### src/rtl/fb_scan_pkg.sv
package fb_scan_pkg;
  typedef enum logic [1:0] {
    SC_IDLE  = 2'd0,
    SC_RUN   = 2'd1,
    SC_DONE  = 2'd2,
    SC_FAULT = 2'd3
  } scan_state_e;
endpackage

### src/rtl/scan_line_seq.sv
module scan_line_seq
  import fb_scan_pkg::*;
#(
  parameter int WA       = 30,
  parameter int LINES_W  = 8,
  parameter int STRIDE_W = 16
) (
  input  logic                clk,
  input  logic                rst_n,
  input  logic                frame_start,
  input  logic                line_start,
  input  logic [WA-1:0]       base_word,
  input  logic                base_bad,
  input  logic [LINES_W-1:0]  lines_m1,
  input  logic [STRIDE_W-1:0] stride,
  output logic                line_go,
  output logic [WA-1:0]       line_word,
  output logic                fault
);
  scan_state_e        state;
  logic [WA-1:0]      line_ptr;
  logic [LINES_W-1:0] line_cnt;

  assign line_go   = line_start && !frame_start && (state == SC_RUN);
  assign line_word = line_ptr;
  assign fault     = (state == SC_FAULT);

  always_ff @(posedge clk or negedge rst_n) begin
    if (!rst_n) begin
      state    <= SC_IDLE;
      line_ptr <= '0;
      line_cnt <= '0;
    end else if (frame_start) begin
      state    <= base_bad ? SC_FAULT : SC_RUN;
      line_ptr <= base_word;
      line_cnt <= '0;
    end else if (line_go) begin
      line_ptr <= line_ptr + WA'(stride);
      line_cnt <= line_cnt + 1'b1;
      if (line_cnt == lines_m1) state <= SC_DONE;
    end
  end

  // no line is started past the programmed line count
  p_lines_bound_r7: assert property (@(posedge clk) disable iff (!rst_n)
    line_go |-> (line_cnt <= lines_m1));
endmodule

### src/rtl/scan_word_fetch.sv
module scan_word_fetch #(
  parameter int WA      = 30,
  parameter int WORDS_W = 8
) (
  input  logic               clk,
  input  logic               rst_n,
  input  logic               frame_start,
  input  logic               line_go,
  input  logic [WA-1:0]      line_word,
  input  logic [WORDS_W-1:0] words_m1,
  input  logic               req_ready,
  output logic               req_valid,
  output logic [WA-1:0]      req_word
);
  logic [WORDS_W-1:0] word_cnt;
  logic               last_word;

  assign last_word = (word_cnt == words_m1);

  always_ff @(posedge clk or negedge rst_n) begin
    if (!rst_n) begin
      req_valid <= 1'b0;
      req_word  <= '0;
      word_cnt  <= '0;
    end else if (frame_start) begin
      req_valid <= 1'b0;
    end else if (line_go) begin
      req_valid <= 1'b1;
      req_word  <= line_word;
      word_cnt  <= '0;
    end else if (req_valid && req_ready) begin
      if (last_word) begin
        req_valid <= 1'b0;
      end else begin
        req_word <= req_word + 1'b1;
        word_cnt <= word_cnt + 1'b1;
      end
    end
  end

  // a started line presents its start word next cycle
  p_line_load_r3: assert property (@(posedge clk) disable iff (!rst_n)
    line_go |=> (req_valid && req_word == $past(line_word)));

  // an accepted non-final word is followed by the next word
  p_word_step_r4: assert property (@(posedge clk) disable iff (!rst_n)
    (req_valid && req_ready && !last_word && !frame_start && !line_go)
      |=> (req_valid && req_word == $past(req_word) + 1'b1));
endmodule

### src/rtl/fb_scan_addrgen.sv
module fb_scan_addrgen #(
  parameter int ADDR_W    = 32,
  parameter int LINES_W   = 8,
  parameter int WORDS_W   = 8,
  parameter int STRIDE_W  = 16,
  parameter int FAULT_BIT = 27
) (
  input  logic                clk,
  input  logic                rst_n,
  input  logic                frame_start,
  input  logic                line_start,
  input  logic [ADDR_W-1:0]   cfg_base,
  input  logic [LINES_W-1:0]  cfg_lines_m1,
  input  logic [WORDS_W-1:0]  cfg_words_m1,
  input  logic [STRIDE_W-1:0] cfg_stride,
  output logic                req_valid,
  input  logic                req_ready,
  output logic [ADDR_W-1:0]   req_addr,
  output logic                base_fault
);
  localparam int WA = ADDR_W - 2;

  logic          line_go;
  logic [WA-1:0] line_word;
  logic [WA-1:0] req_word;
  logic          unused_low_bits;

  assign unused_low_bits = ^cfg_base[1:0];

  scan_line_seq #(
    .WA(WA), .LINES_W(LINES_W), .STRIDE_W(STRIDE_W)
  ) u_line (
    .clk        (clk),
    .rst_n      (rst_n),
    .frame_start(frame_start),
    .line_start (line_start),
    .base_word  (cfg_base[ADDR_W-1:2]),
    .base_bad   (cfg_base[FAULT_BIT]),
    .lines_m1   (cfg_lines_m1),
    .stride     (cfg_stride),
    .line_go    (line_go),
    .line_word  (line_word),
    .fault      (base_fault)
  );

  scan_word_fetch #(
    .WA(WA), .WORDS_W(WORDS_W)
  ) u_word (
    .clk        (clk),
    .rst_n      (rst_n),
    .frame_start(frame_start),
    .line_go    (line_go),
    .line_word  (line_word),
    .words_m1   (cfg_words_m1),
    .req_ready  (req_ready),
    .req_valid  (req_valid),
    .req_word   (req_word)
  );

  assign req_addr = {req_word, 2'b00};

  // a stalled request holds
  p_stall_hold_r5: assert property (@(posedge clk) disable iff (!rst_n)
    (req_valid && !req_ready && !frame_start && !line_start)
      |=> (req_valid && $stable(req_addr)));

  // a frame strobe withdraws any request
  p_frame_abort_r9: assert property (@(posedge clk) disable iff (!rst_n)
    frame_start |=> !req_valid);

  // a bad base at frame start raises the fault
  p_bad_base_r8: assert property (@(posedge clk) disable iff (!rst_n)
    (frame_start && cfg_base[FAULT_BIT]) |=> base_fault);

  // no request while faulted
  p_fault_quiet_r8: assert property (@(posedge clk) disable iff (!rst_n)
    base_fault |-> !req_valid);
endmodule

### config.mk
export PLATFORM = sky130hd
export DESIGN_NAME = fb_scan_addrgen
export DESIGN_NICKNAME = d
export VERILOG_FILES = /design/src/rtl/fb_scan_pkg.sv /design/src/rtl/scan_line_seq.sv /design/src/rtl/scan_word_fetch.sv /design/src/rtl/fb_scan_addrgen.sv
export SDC_FILE = /design/constraint.sdc
export NUM_CORES = 1
export LEC_CHECK = 0
export ABC_AREA = 1
export BUFFER_PORTS_ARGS = -buffer_cell sky130_fd_sc_hd__buf_2
export CAP_MARGIN = 20
export CELL_PAD_IN_SITES_DETAIL_PLACEMENT = 1
export CELL_PAD_IN_SITES_GLOBAL_PLACEMENT = 2
export CORE_ASPECT_RATIO = 1.4
export CORE_UTILIZATION = 28
export DETAILED_ROUTE_END_ITERATION = 8
export PLACE_DENSITY = 0.76
export SLEW_MARGIN = 40
export SYNTH_ARGS = -nofsm -noshare
export SYNTH_HDL_FRONTEND = slang
export SYNTH_SLANG_ARGS = --single-unit
### constraint.sdc
create_clock -name clk -period 1.9 [get_ports clk]
set_input_delay 0.38 -clock clk [delete_from_list [all_inputs] [get_ports clk]]
set_output_delay 0.38 -clock clk [all_outputs]
set_load 0.02 [all_outputs]
Word level (Yosys, flattened, before mapping)
Cells that the tools add are included.
{"block": "totals", "register_bits": 79, "inputBits": 69, "elab_cells": 46}
{"block": "classes", "n_addsub": 4, "eq_ne": 5, "muxes": 18, "n_bitwise": 1, "n_reduce_logical": 12}
{"operator": "$mux W30", "count": 5}
{"operator": "$mux W8", "count": 5}
{"operator": "$add A30 B1 Y30 const B", "count": 1}
{"operator": "$add A30 B16 Y30", "count": 1}
{"operator": "$add A8 B1 Y8 const B", "count": 2}
{"operator": "$eq A8 B8 Y1", "count": 2}
{"operator": "$mux W2", "count": 4}
{"operator": "$reduce_bool A2 Y1", "count": 3}
{"operator": "$reduce_bool A3 Y1", "count": 2}
{"operator": "$mux W1", "count": 4}
{"operator": "$reduce_and A2 Y1", "count": 2}
{"operator": "$logic_and A1 B1 Y1", "count": 3}
{"operator": "$reduce_and A3 Y1", "count": 1}
{"operator": "$eq A2 B1 Y1 const B", "count": 1}
{"operator": "$eq A2 B2 Y1 const B", "count": 1}
{"operator": "$ne A2 B2 Y1 const B", "count": 1}
{"operator": "$logic_not A1 Y1", "count": 1}
{"operator": "$not A1 Y1", "count": 1}

Longest topological paths before layout
{"block": "logic_depth", "ltp_word": 5, "mapped_depth": 13, "ltp_nobuf": 13}

Cells and area by module
From an unflattened synthesis, not the netlist that was laid out.
{"block": "hier_totals", "hier_cells": 1043, "hier_area_um2": 6439.9}
{"module": "scan_line_seq", "n_inst": 1, "cells_each": 554, "area_per_inst_um2": 3458.3}
{"module": "scan_word_fetch", "n_inst": 1, "cells_each": 486, "area_per_inst_um2": 2962.8}
{"module": "fb_scan_addrgen", "n_inst": 1, "cells_each": 3, "area_per_inst_um2": 18.8}

Worst setup path after synthesis
Ideal clock, no wire load.
{"block": "synth_timing", "path_type": "input port to flip-flop", "from": "input port cfg_stride[0]", "to": "register u_line.line_ptr[18] (netlist: u_line.line_word[18])", "arrival_ns": 1.793, "setup_slack_ns": -0.020, "path_stages": 12, "n_path_buf": 0, "path_cell_list": "ha_1 > fa_1 > nand3_1 > nand3_1 > nand2_1 > nand2_1 > nand2_1 > nand2_1 > nand2_1 > nand2_1 > nand3_1 > nand3b_1"}
{"block": "synth_via", "elab_chain_cells": 3}
{"item": "from (decl)", "line": "fb_scan_addrgen.sv:15", "text": "input logic [STRIDE_W-1:0] cfg_stride,"}
{"item": "$add A30 B16 Y30", "line": "scan_line_seq.sv:38", "text": "line_ptr <= line_ptr + WA'(stride);"}
{"item": "$mux W30", "line": "scan_line_seq.sv:37", "text": "end else if (line_go) begin"}
{"item": "$mux W30", "line": "scan_line_seq.sv:33", "text": "end else if (frame_start) begin"}
{"item": "to (signal assigned)", "line": "scan_line_seq.sv:35", "text": "line_ptr <= base_word;"}
{"item": "to (signal assigned)", "line": "scan_line_seq.sv:38"}
{"item": "to (decl)", "line": "scan_line_seq.sv:21", "text": "logic [WA-1:0] line_ptr;"}
Every way passes these cells. The select of a mux whose other input is x is not followed.
A chain may end at the register's enable or synchronous reset.

Worst setup path after layout
{"block": "layout_timing", "from": "register u_line.line_ptr[0] (netlist: u_line.line_word[0])", "to": "register u_line.line_ptr[18] (netlist: u_line.line_word[18])"}
{"block": "layout_via", "elab_chain_cells": 3}
{"item": "$add A30 B16 Y30", "line": "scan_line_seq.sv:38"}
{"item": "$mux W30", "line": "scan_line_seq.sv:37"}
{"item": "$mux W30", "line": "scan_line_seq.sv:33"}
Every way passes these cells. The select of a mux whose other input is x is not followed.

==> reports/qor_table.md <==
| Stage | Quantity | Value |
|---|---|---|
| timing | Setup Skew | 0.00887 ns |
| power and ir drop | Leakage component of the power | 3.87 nW |
| timing | Setup repair after global routing missed its margin | yes |
| clock network | Buffer type at the clock tree root | clkbuf_16 |
| critical path | Arrival time at the worst endpoint | 2.13 ns |
| clock network | Clock tree from TritonCTS | done |
| finish | Post-layout nets | 1162 |
| finish | Area delta synth->final | 35.9% |
| drt | Number of iterations in the first detailed-routing pass | 4 |
| global routing | Grt total ovfl | 0 |
| drt | Residual DRC count | 0 |
| synthesis | Number of enable flip-flop cells after synthesis | 0 |
| timing | Period utilization | 99.9% |
| critical path | Cell chain of the critical path | ha_4 > fa_2 > nand3_2 > nand3_4 > nand2_2 > nand2_2 > nand2_2 > nand2_4 > nand2_4 > nand2_4 > nand3_2 > nand3b_1 |
| critical path | Nature of the critical path endpoint | flop |
| synthesis | Yosys warnings | 0 |
| timing | Setup TNS | 0 ns |
| worst hold path | Path class of the lowest-slack min-delay path | input port to flop |
| critical path | Required time at the endpoint of the critical path | 2.13 ns |
| drt | Detail Route Antenna Nets | 0 |
| synthesis | Cell area after synthesis | 6040 um2 |
| synthesis | #FFs+latches synth | 79 |
| timing | Max transition margin | 65.3% |
| synthesis | Sequential-to-total area share from yosys stat | 32.7% |
| placed design | DP Wirelength | 18000 um |
| synthesis | Share of synthesized registers carrying an async set or reset | 100% |
| drt | DRC violation total after the first TritonRoute iteration | 316 |
| synthesis | Post-synth cell types | 41 |
| synthesis | Mean post-synth cell area | 6.85 um2 |
| timing | Post-layout minimum cycle time | 1.90 ns |
| finish | Layout cells sized above 1 | 29.3% |
| timing | Final Max Tran Viols | 0 |
| critical path | Slowest stage delay, CP | 0.42 ns |
| global routing | Global-route wire length before repair | 36600 um |
| power and ir drop | Worst vdd rail ir drop | 0.000410 V |
| timing | Achievable Freq | 527 MHz |
| global routing | Initial antenna violation count | 0 |
| finish | Share of the core filled with cells in the final layout | 38.7% |
| floorplan | Area inside the core boundary | 21200 um2 |
| critical path | Critical Setup Path Class | flop to flop |
| outcome | Result of the run | completed |
| timing | Worst hold margin | 0.248 ns |
| placed design | Worst setup timing slack at the placement stage | -0.249 ns |
| drt | Wire per inst | 17.1 um |
| critical path | Startpoint Class | flop |
| timing | Hold violation total from the final report | 0 |
| synthesis | Synthesized instance count | 882 |
| critical path | Highest fanout seen on the critical path | 4 |
| floorplan | Die Area | 22200 um2 |
| clock network | Clock slew at the register clock pins of the worst setup and hold paths | 0.07 ns |
| global routing | Via count of the first global-routing pass | 6913 |
| floorplan | Initial Util | 28.5% |
| critical path | CP max-delay cell | dfrtp_1 |
| global routing | Combined global-route utilization of all metal layers | 21.5% |
| floorplan | Floorplan die height | 176 um |
| timing | Slew at the pin closest to its max-slew limit | 0.520 ns |
| job | Number of max-cap violations | 0 |
| clock network | Sinks on the clock net | 79 |
| floorplan | Top-level I/O count | 103 |
| timing | Final setup violation count | 0 |
| clock network | Clock network latency to the later pin of the worst-skew pair | 0.35 ns |
| timing | Post-route setup slack | 0.00268 ns |
| clock network | H-tree levels | 3 |
| global routing | Maximum number of pins on one net before global-route repair | 30 |
| drt | Via-to-Cell Ratio | 4.83 |
| placed design | Number of buffers inserted by port buffering | 98 |
| drt | Total number of vias | 6469 |
| synthesis | Leading register cell type out of synthesis | dfrtp_1 |
| power and ir drop | Pwr Total | 7.02 mW |
| floorplan | Die Width | 126 um |
| placed design | Routability congestion estimate | 0.840 |
| clock network | Clock buffers created by TritonCTS | 9 |
| drt | Detailed Route WL | 22900 um |
| finish | N_diodes | 0 |
| power and ir drop | Power per Cell Area | 855 nW/um2 |
| floorplan | Number of placement rows | 63 |
| clock network | Deepest clock path buffer count | 2 |
==> final timing paths <==
| kind | start | to | slack (ns) | depth (start not counted) |
|---|---|---|---|---|
| setup / recovery | u_line.line_word[0] | u_line.line_word[18] | 0.003 | 12 |
| hold / removal | cfg_base[11] | u_line.line_word[9] | 0.25 | 3 |
| setup reg to reg | u_line.line_word[0] | u_line.line_word[18] | 0.003 | 12 |
| hold reg to reg | u_line.line_cnt[7] | u_line.line_cnt[7] | 0.52 | 1 |
| max in group asynchronous | rst_n | u_word.req_word[28] | 0.77 | 3 |
| min in group asynchronous | rst_n | u_line.line_word[2] | 0.51 | 2 |
==> state kept, by name (all words and copies together), names as in the netlist <==
name and flops:
u_word.req_valid 1, u_word.req_word 30, u_line.line_cnt 8, u_word.word_cnt 8, u_line.line_word 30, u_line.state 2
==> Yosys cell counts (5+ instances only) <==
cell	instances	area (um2)
a21oi_1	22	110
buf_2	5	25.0
buf_4	6	45.0
buf_6	5	56.3
clkbuf_1	6	22.5
dfrtp_1	79	1980
ha_1	19	238
inv_1	91	342
nand2_1	279	1050
nand2_2	6	37.5
nand3_1	65	325
nand3b_1	18	135
nand4_1	22	138
nor2_1	97	364
nor3_1	22	110
o211ai_1	16	120
o21ai_0	32	160
o21ai_1	6	30.0
xnor2_1	24	210
xor2_1	24	210
==> per-layer routing <==
layer / track usage, % / up-vias / wire length [um] / part of all wire, %
met1: 25.2 / 3115 / 9450 / 41
met3: 2.28 / 23 / 613 / 2.7
li1: - / 3237 / - / -
met5: 0 / - / 0 / 0
met4: 5.57 / 0 / 444 / 1.9
met2: 41.1 / 94 / 12400 / 54
==> layout by cell type, fill, tap and decap left out, types with 3 or more instances in the layout <==
cell type / instances
nand2_1: 257
buf_4: 98
buf_2: 97
inv_1: 90
nor2_1: 84
dfrtp_1: 77
nand3_1: 53
o21ai_0: 29
xnor2_1: 24
nand2_2: 24
xor2_1: 24
nor3_1: 22
nand4_1: 22
nand3b_1: 18
o211ai_1: 16
nand3_2: 15
ha_4: 14
nor2_2: 13
a21oi_1: 12
a21oi_2: 10
o21ai_1: 9
clkbuf_16: 9
nand2_4: 6
ha_1: 5
nor2_4: 4
a22o_1: 4
o31ai_1: 3
buf_6: 3
==> worst max-delay path, delay by kind of cell (launching register included) <==
kind / cells / cell delay (ns)
flip-flops: 1 / 0.42
AND/OR/NAND/NOR: 10 / 0.75
adder cells (fa/ha/maj): 2 / 0.58
==> cell families after synthesis <==
| group | share of synthesized area (%) |
|---|---|
| muxes | 0.186 |
| DFF | 32.7 |
| other | 0.0620 |
| and+or+nand+nor | 38.0 |
| AOI/OAI and AO/OA | 9.09 |
| adders and majority gates | 4.26 |
| buffers and inverters | 8.71 |
| xor gates and xnor gates | 6.96 |
==> final cells by class <==
type,instances,area [um2]
clock buffers,11,243
clock inverters,5,41.3
fillers,2692,13000
inverters,96,365
multi-input cells,686,3960
flip-flops and latches,79,1980
well taps,260,325
repair buffers,201,1310
==> metrics by stage <==
step	std cells	cell area (um2)
after floorplan	883	6050
after global placement	1314	7450
after detailed placement	1314	7450
after CTS	1332	7810
after global routing	1338	8210
final	1338	8210
==> power breakdown <==
part           leakage [nW]  internal [mW]  switching [mW]
Combinational          2.75           1.23            1.65
Sequential            0.990           2.00           0.436
Clock                 0.132          0.932           0.783
==> repair_timing <==
action                                  CTS  global route
endpoints found under the hold margin    24             0
pin swaps                                 2            21
buffers inserted                          0             6
endpoints found under the setup margin   21            54
hold buffers                              1             0
gates resized for setup                  20            72
gates cloned                              1             0
(Power assumes the default switching activity.)
